### config.mk
export PLATFORM = sky130hd
export DESIGN_NAME = l3_ctrl_master
export DESIGN_NICKNAME = d
export VERILOG_FILES = /design/src/rtl/l3_ctrl_master.sv
export SDC_FILE = /design/constraint.sdc
export NUM_CORES = 1
export LEC_CHECK = 0
export ABC_AREA = 1
export BUFFER_PORTS_ARGS = -buffer_cell sky130_fd_sc_hd__buf_2
export CORE_MARGIN = 2
export CORE_UTILIZATION = 51
export DETAILED_ROUTE_END_ITERATION = 10
export GPL_TIMING_DRIVEN = 0
export PLACE_DENSITY = 0.87
export REMOVE_ABC_BUFFERS = 1
export SLEW_MARGIN = 10
export SYNTH_ARGS = -nofsm -noshare
export SYNTH_HDL_FRONTEND = slang
export SYNTH_SLANG_ARGS = --single-unit
### constraint.sdc
create_clock -name clk -period 1.8 [get_ports clk]
set_clock_uncertainty 0.2 [all_clocks]
set_input_delay 0.09 -clock clk [delete_from_list [all_inputs] [get_ports clk]]
set_output_delay 0.09 -clock clk [all_outputs]
set_load 0.02 [all_outputs]
### src/rtl/l3_ctrl_master.sv
module l3_ctrl_master #(
  parameter int CYC_PER_10NS = 1,
  parameter int CNT_W        = 8,
  parameter int LOW_U        = 10,
  parameter int HIGH_U       = 10,
  parameter int DSU_U        = 19,
  parameter int MSU_U        = 19,
  parameter int MHD_U        = 19,
  parameter int HALT_U       = 19
) (
  input  logic             clk,
  input  logic             rst_n,
  input  logic             cmd_valid,
  output logic             cmd_ready,
  input  logic [5:0]       cmd_dev,
  input  logic [1:0]       cmd_sel,
  input  logic [CNT_W-1:0] cmd_count,
  input  logic             cmd_rd,
  input  logic             wr_valid,
  output logic             wr_ready,
  input  logic [7:0]       wr_data,
  output logic             rd_valid,
  output logic [7:0]       rd_data,
  output logic             busy,
  output logic             done,
  output logic             bus_clk_o,
  output logic             bus_mode_o,
  output logic             bus_ctl_oe,
  output logic             bus_dat_o,
  output logic             bus_dat_oe,
  input  logic             bus_dat_i
);

  localparam int K     = CYC_PER_10NS;
  localparam int T_LOW = ((LOW_U > DSU_U) ? LOW_U : DSU_U) * K + 1;
  localparam int T_HI  = HIGH_U * K;
  localparam int T_MSU = MSU_U * K;
  localparam int T_MHD = MHD_U * K;
  localparam int T_HLT = HALT_U * K;
  localparam int T_MAX = (T_LOW > T_MSU) ? T_LOW : T_MSU;
  localparam int TW    = $clog2(T_MAX + 1) + 2;

  typedef enum logic [2:0] {
    S_IDLE, S_ACQ, S_MSET, S_FETCH, S_LOW, S_HIGH, S_HOLD, S_HALT
  } st_t;

  st_t             st;
  logic [TW-1:0]   tmr;
  logic [2:0]      bitn;
  logic [CNT_W-1:0] left;
  logic            is_addr, rdm, first;
  logic [7:0]      sh;
  logic            clk_q, mode_q, dat_q, ctl_oe_q, dat_oe_q;
  logic            done_q, rdv_q;
  logic [7:0]      rdd_q;

  wire expired   = (tmr == '0);
  wire rd_byte   = rdm && !is_addr;

  assign cmd_ready  = (st == S_IDLE);
  assign busy       = (st != S_IDLE);
  assign wr_ready   = (st == S_FETCH);
  assign done       = done_q;
  assign rd_valid   = rdv_q;
  assign rd_data    = rdd_q;
  assign bus_clk_o  = clk_q;
  assign bus_mode_o = mode_q;
  assign bus_dat_o  = dat_q;
  assign bus_ctl_oe = ctl_oe_q;
  assign bus_dat_oe = dat_oe_q;

  always_ff @(posedge clk or negedge rst_n) begin
    if (!rst_n) begin
      st       <= S_IDLE;
      tmr      <= '0;
      bitn     <= '0;
      left     <= '0;
      is_addr  <= 1'b0;
      rdm      <= 1'b0;
      first    <= 1'b0;
      sh       <= '0;
      clk_q    <= 1'b1;
      mode_q   <= 1'b1;
      dat_q    <= 1'b1;
      ctl_oe_q <= 1'b0;
      dat_oe_q <= 1'b0;
      done_q   <= 1'b0;
      rdv_q    <= 1'b0;
      rdd_q    <= '0;
    end else begin
      done_q <= 1'b0;
      rdv_q  <= 1'b0;
      if (!expired) tmr <= tmr - 1'b1;
      unique case (st)
        S_IDLE: if (cmd_valid) begin
          sh       <= {cmd_dev, cmd_sel};
          left     <= cmd_count;
          rdm      <= cmd_rd;
          is_addr  <= 1'b1;
          clk_q    <= 1'b1;
          mode_q   <= 1'b1;
          dat_q    <= 1'b1;
          ctl_oe_q <= 1'b1;
          dat_oe_q <= 1'b1;
          tmr      <= TW'(T_MSU - 1);
          st       <= S_ACQ;
        end
        S_ACQ: if (expired) begin
          mode_q <= 1'b0;
          tmr    <= TW'(T_MSU - 1);
          st     <= S_MSET;
        end
        S_MSET: if (expired) begin
          clk_q <= 1'b0;
          bitn  <= '0;
          first <= 1'b1;
          tmr   <= TW'(T_LOW - 1);
          st    <= S_LOW;
        end
        S_FETCH: if (wr_valid) begin
          sh  <= wr_data;
          tmr <= TW'(T_MSU - 1);
          st  <= S_MSET;
        end
        S_LOW: begin
          if (first) begin
            first <= 1'b0;
            if (rd_byte) dat_oe_q <= 1'b0;
            else         dat_q    <= sh[0];
          end
          if (expired) begin
            clk_q <= 1'b1;
            sh    <= rd_byte ? {bus_dat_i, sh[7:1]} : {1'b0, sh[7:1]};
            tmr   <= TW'(T_HI - 1);
            st    <= S_HIGH;
          end
        end
        S_HIGH: if (expired) begin
          if (bitn == 3'd7) begin
            if (is_addr) mode_q <= 1'b1;
            tmr <= TW'(T_MHD - 1);
            st  <= S_HOLD;
          end else begin
            bitn  <= bitn + 1'b1;
            clk_q <= 1'b0;
            first <= 1'b1;
            tmr   <= TW'(T_LOW - 1);
            st    <= S_LOW;
          end
        end
        S_HOLD: if (expired) begin
          if (rd_byte) begin
            rdv_q <= 1'b1;
            rdd_q <= sh;
          end
          if (left == '0) begin
            ctl_oe_q <= 1'b0;
            dat_oe_q <= 1'b0;
            done_q   <= 1'b1;
            st       <= S_IDLE;
          end else if (is_addr) begin
            is_addr <= 1'b0;
            left    <= left - 1'b1;
            tmr     <= TW'(T_MSU - 1);
            st      <= rdm ? S_MSET : S_FETCH;
          end else begin
            left   <= left - 1'b1;
            mode_q <= 1'b0;
            tmr    <= TW'(T_HLT - 1);
            st     <= S_HALT;
          end
        end
        S_HALT: if (expired) begin
          mode_q <= 1'b1;
          tmr    <= TW'(T_MSU - 1);
          st     <= rdm ? S_MSET : S_FETCH;
        end
        default: st <= S_IDLE;
      endcase
    end
  end

  logic [TW-1:0] low_run;
  always_ff @(posedge clk or negedge rst_n) begin
    if (!rst_n)      low_run <= '0;
    else if (clk_q)  low_run <= '0;
    else if (low_run != '1) low_run <= low_run + 1'b1;
  end

  assert_dat_still_clk_high_R4: assert property (@(posedge clk) disable iff (!rst_n)
    (ctl_oe_q && $past(ctl_oe_q) && clk_q && $past(clk_q)) |-> ($stable(dat_q) && $stable(dat_oe_q)));

  assert_mode_still_clk_low_R4: assert property (@(posedge clk) disable iff (!rst_n)
    (ctl_oe_q && $past(ctl_oe_q) && !clk_q) |-> $stable(mode_q));

  assert_low_width_R5: assert property (@(posedge clk) disable iff (!rst_n)
    $rose(clk_q) |-> (low_run >= TW'(T_LOW)));

  assert_done_ends_busy_R9: assert property (@(posedge clk) disable iff (!rst_n)
    done_q |-> (!busy && $past(busy) && !ctl_oe_q && !dat_oe_q));

  assert_idle_released_R1: assert property (@(posedge clk) disable iff (!rst_n)
    !busy |-> (!ctl_oe_q && !dat_oe_q));

  assert_rd_only_reads_R7: assert property (@(posedge clk) disable iff (!rst_n)
    rdv_q |-> rdm);

endmodule

==> metrics, run 1 <==
syn avg cell area about 7.4 sq um; RR Startpoint tmr[1]; Tcrit/Tclk final 107%; R2R Setup Slk -130 ps; measured slew at the worst slew-check pin between 1000 and 1500 ps; Hold Violations, Final 0; hold path cells 2; Leak 1.99 nW; post-DR wirelength/cell about 18 um; RSZ-0062 raised after global routing true; CP max FO 7; Post-DRT Antenna Nets 0; setup ws final -131 ps; DIE WIDTH about 79 um; Min-Delay Endpoint bus_mode_o; CTS tree built; GRT Util Overall a little over a quarter; gr ovfl total 0; worst reg2reg path depth 10; Seq/Total Area, Yosys approximately two fifths; critical path arrival around 1900 ps; first-pass GRT wire length 13400 um; cell taking the most area after synthesis dfrtp_1; Synth area leaders dfrtp_1, nand2_1, nor2_1; Diodes inserted 0; CTS Root Cell clkbuf_8; Area growth, synth to finish 43.5%; H-tree levels 2; DP HPWL 4660 um; WL final between 10000 and 15000 um; critical path type flop to flop; Rel. slew slack between 20% and 30%; Synth Flop Type dfrtp_1; Inserted Clock Buffers 5; power density cells about 460 nW/um^2; DP Area 3140 sq um; largest net degree at the start of global routing 48; dpl ws -694 ps; worst hold path type flop to flop; Netlist Area Pre-Place roughly 2900 sq um; 1st-pass router iterations 6; Clock Latency Late Sink between 300 and 400 ps; I/O Pins between 40 and 50; via count approximately 3400; Port-buffer cells 47; failing checks negative setup slack; total power between 1.5 and 2 mW; Worst EP required 1810 ps; Die Area 6270 sq um; Mapped Cells 388; maximum clock rate just over 0.5 GHz; share of flip-flops with an asynchronous set or reset 100%; vias per cell 6.01; share of cells above drive strength 1 36.5%; Initial Utilization between 50 and 60%; vias in the first global route between 2000 and 3000; Worst-path clk slew about 90 ps; fin nets ~540; outcome complete, but fails checks; Crit. End Element flop; DRC 0; crit start category flop; # Max-Cap Violations 0; fin crit period 1930 ps; Final setup viols 34; reg2reg end tmr[1]; clk sink count between 40 and 50; count of different cell masters after synthesis 34; die span in y just under 80 um; Final Slew Violations 0; Min-Delay Startpoint bus_mode_o; flop and latch count out of synthesis 47; IR drop worst, VDD 0.310 mV; RePlAce Congestion 0.994; number of synthesized flops with an enable pin 0; Yosys Warn Count 0; initial DRC count 456; Yosys top cell area share a little under two fifths; initial antenna violation count 0; setup TNS -1680 ps; # rows 27; fin area approximately 4100 sq um; CTS Buffer Depth 2; Core Footprint ~5500 sq um
## how the worst max path moves through the flow
stage                start    endpoint  slack, ps
floorplan           tmr[0]      tmr[0]       -200
global placement    tmr[0]  rd_data[6]       -650
detailed placement  tmr[0]  rd_data[3]       -690
CTS                 tmr[0]      tmr[0]         -5
global route        tmr[1]  rd_data[7]       -180
finish              tmr[1]      tmr[1]       -130
## repair_timing
action / in CTS / in global routing
hold buffers: 29 / 0
setup buffers: 17 / 18
hold endpoints to repair: 66 / 0
setup endpoints to repair: 46 / 41
pin swaps: 7 / 24
gates cloned: 1 / 1
resized for setup: 23 / 65
## power by group
group	switching [mW]	internal, mW	total (mW)	leakage [nW]
combinational	0.0563	0.0709	0.127	1.40
sequential	0	1.06	1.06	0.544
clock	0.381	0.350	0.731	0.0505
## state kept, by name, indices dropped and copies added (netlist names), 3 cells and up
register	flops
rd_data	8
tmr	7
bitn	3
left	8
sh	8
st	3
## cells in the mapped netlist (4+ instances only)
library cell and count:
nor2_1 44, ha_1 7, inv_1 39, nand3_1 25
buf_2 5, o21ai_0 28, dfrtp_1 44, nor2_2 4
o21ai_2 11, inv_2 7, o21ai_1 7, nand2_1 104
a21oi_1 15, nand2_2 4, nor3_1 5, nand4_1 5
a21oi_2 6
## cell families after synthesis
group           share of synthesized area (%)
compound gates                           15.9
simple gates                             30.4
fa+ha+maj                                3.04
flops                                    40.9
buf+inv                                  8.55
xor+xnor                                 1.21
## metal layers
layer | global-route usage [%] | part of all wire, %
met5 | 0 | 0
met4 | 13.4 | 7.4
met3 | 5.00 | 10
met2 | 45.8 | 48
met1 | 33.8 | 35
## area by class of cell
type | instances | area, sq um
clock buffers | 7 | 96.3
clock inverters | 1 | 7.51
flip-flops and latches | 47 | 1190
multi-input cells | 286 | 1730
inverters | 47 | 201
repair buffers | 111 | 827
fillers | 331 | 1340
well taps | 72 | 90.1
## worst max-delay path: stages (launching register included)
cell and delay [ps]:
dfrtp_1 430, inv_2 110, ha_4 150, nand2_4 60
nor2_4 280, buf_6 180, nor2_1 50, nor2_1 100
nand2_1 70, nand2_1 90, a21oi_1 80
## through the flow
| stage | hold WS (ps) | utilization [%] | instances |
|---|---|---|---|
| 2_1_floorplan | -406 | - | 378 |
| 3_3_place_gp | 124 | 57.4 | 497 |
| 3_5_place_dp | 135 | 57.4 | 497 |
| 4_1_cts | 272 | 68.8 | 552 |
| 5_1_grt | 307 | 75.6 | 571 |
| 6_report | 272 | 75.6 | 571 |
## placed cells by master (no fill, tap or decap), types with 3 or more instances in the layout
cell | netlist | layout
a21oi_1 | 15 | 13
a21oi_2 | 6 | 8
buf_2 | 5 | 47
buf_4 | 0 | 27
buf_6 | 1 | 7
clkbuf_8 | 0 | 7
dfrtp_1 | 44 | 39
dfrtp_2 | 0 | 5
dfstp_2 | 3 | 3
dlygate4sd3_1 | 0 | 29
ha_1 | 7 | 4
ha_4 | 0 | 3
inv_1 | 39 | 33
inv_2 | 7 | 7
inv_4 | 1 | 5
nand2_1 | 104 | 94
nand2_2 | 4 | 10
nand2_4 | 3 | 6
nand3_1 | 25 | 20
nand3_2 | 0 | 3
nand4_1 | 5 | 5
nor2_1 | 44 | 32
nor2_2 | 4 | 5
nor2_4 | 2 | 14
nor3_1 | 5 | 4
o21ai_0 | 28 | 25
o21ai_1 | 7 | 9
o21ai_2 | 11 | 11
xor2_1 | 3 | 3
Note: power is estimated with default switching activity, not from simulation.
==> run 2, diff against run 1 <==
REMOVE_ABC_BUFFERS = not set   (was 1)
==> run 2 against run 1 <==
Compared with the run above:
- the run still ends with negative setup slack left
- count of clock-buffer cells in the layout is 2 lower
- flip-flop and latch count did not move
- cell count rose by 3.2%
- first-iteration DRC count grew 20%
- critical path type unchanged
- largest cell class unchanged
==> metrics, run 2 (synthesized netlist as in run 1, its figures left out) <==
Final setup viols 25; Min-Delay Startpoint bus_dat_oe; sequential share of power around 56%; placed cells approximately 510; Clock power frac 37.3%; Die Area between 6000 and 7000 sq um; worst reg2reg path depth 9; measured slew at the worst slew-check pin 1070 ps; crit start category flop; WL final ~11000 um; Rel. slew slack between 20 and 30%; CP cell instances buf_4 > nand2_2 > inv_1 > o21ai_0 > o21ai_0 > nor2_1 > nand2_1 > nand2_1 > nand2_1; share of cells above drive strength 1 38.3%; commonest non-fill, non-tap cell in the layout nand2_1; gr ovfl total 0; failing checks negative setup slack; CTS Buffer Depth 2; maximum clock rate between 0.5 and 0.6 GHz; Slowest-stage cell, CP dfrtp_2; Initial Utilization between 50 and 60%; Net Sw Frac 25.2%; Logic pwr share under 10%; via count between 3000 and 4000; RSZ-0062 raised after global routing true; hold path cells 2; CTS Root Cell clkbuf_8; # rows 27; first-pass GRT wire length between 10000 and 15000 um; Port-buffer cells 47; largest net degree at the start of global routing between 40 and 50; switching power total 0.476 mW; Final Slew Violations 0; CP max FO 5; RR Startpoint st[2]; final core occ between 70% and 80%; RePlAce Congestion approximately 0.92; critical path type flop to flop; commonest non-fill, non-tap cells in the layout nand2_1, buf_2, buf_4; fin nets about 550; power density cells approximately 440 nW/um^2; DP HPWL 5140 um; CP most frequent cell nand2_1; slowest stage delay, CP 500 ps; R2R Setup Slk -180 ps; Core Footprint about 5500 sq um; initial antenna violation count 0; Min-Delay Endpoint bus_dat_oe; outcome complete, but fails checks; Worst Hold Slack around 280 ps; Crit. End Element flop; GRT Util Overall between 20% and 30%; setup ws final -182 ps; syn_nets about 430; final std cells w/o fill 589; initial DRC count roughly 550; worst hold path type flop to flop; DRC 0; Clock Latency Late Sink between 300 and 400 ps; vias in the first global route a little over 3000; IR drop worst, VDD between 0.5 and 0.6 mV; Post-DRT Antenna Nets 0; vias per cell approximately 5.9; critical path arrival about 2000 ps; DIE WIDTH ~80 um; Worst-path clk slew ~100 ps; Area growth, synth to finish 48.3%; Tcrit/Tclk final 110%; setup TNS -1440 ps; clk sink count between 40 and 50; Worst EP required around 1900 ps; fin crit period 1980 ps; Hold Violations, Final 0; die span in y between 70 and 80 um; post-DR wirelength/cell 18.0 um; reg2reg end bus_mode_o; I/O Pins 48; Diodes inserted 0; H-tree levels 2; 1st-pass router iterations 8; # Max-Cap Violations 0; Leak approximately 2.1 nW; Inserted Clock Buffers 5; CTS tree built; Power Internal roughly 1.4 mW
## run 2: how the worst max path moves through the flow
stage                      start  slack [ps]    endpoint
after floorplan           tmr[0]         -10      tmr[0]
after global placement    tmr[0]        -210  rd_data[1]
after detailed placement  tmr[2]        -290  rd_data[7]
after CTS                 tmr[0]         -40      tmr[0]
after global routing       st[2]        -250  bus_mode_o
final                      st[2]        -180  bus_mode_o
## run 2: cell type report
type                    count  area, sq um
plain buffers              10          109
clock inverters             3         22.5
fillers                   305         1190
repair buffers            121          921
well taps                  72         90.1
inverters                  47          196
flip-flops and latches     47         1180
multi-input cells         284         1690
clock buffers               5         68.8
## run 2: stage by stage
| stage | total power, mW | setup WS [ps] | area, sq um |
|---|---|---|---|
| 3_3_place_gp | 1.15 | -210 | 3260 |
| 2_1_floorplan | 1.09 | -10.4 | 2940 |
| 6_report | 1.88 | -182 | 4280 |
| 5_1_grt | 1.92 | -246 | 4280 |
| 3_5_place_dp | 1.15 | -291 | 3260 |
| 4_1_cts | 1.86 | -35.9 | 3890 |
## run 2: repair_timing
action / in CTS / in global routing
gates cloned: 0 / 3
setup buffers: 21 / 21
endpoints found under the setup margin: 37 / 42
hold buffers: 29 / 0
pin swaps: 10 / 19
resized for setup: 23 / 66
hold endpoints to repair: 64 / 0
## run 2: power groups by stage
stage | clock network, mW | registers, mW | logic (mW)
final | 0.703 | 1.06 | 0.125
after global routing | 0.730 | 1.06 | 0.137
after CTS | 0.683 | 1.06 | 0.119
after detailed placement | 0 | 1.08 | 0.0714
after global placement | 0 | 1.08 | 0.0699
after floorplan | 0 | 1.08 | 0.0164
## run 2: critical path: cells and delay by family (launching register included)
family	cells	cell delay, ps
buffers and inverters	2	260
AO/OA/AOI/OAI	2	380
AND/OR/NAND/NOR	5	570
flip-flops	1	500
## run 2: metal layers
metal  GRT usage [%]  wire length (um)  up-vias
met5               0                 0        -
met3            4.77               992       78
met1            36.3              3950     1627
li1                -                 -     1506
met4            9.66               646        0
met2            48.1              5040      257
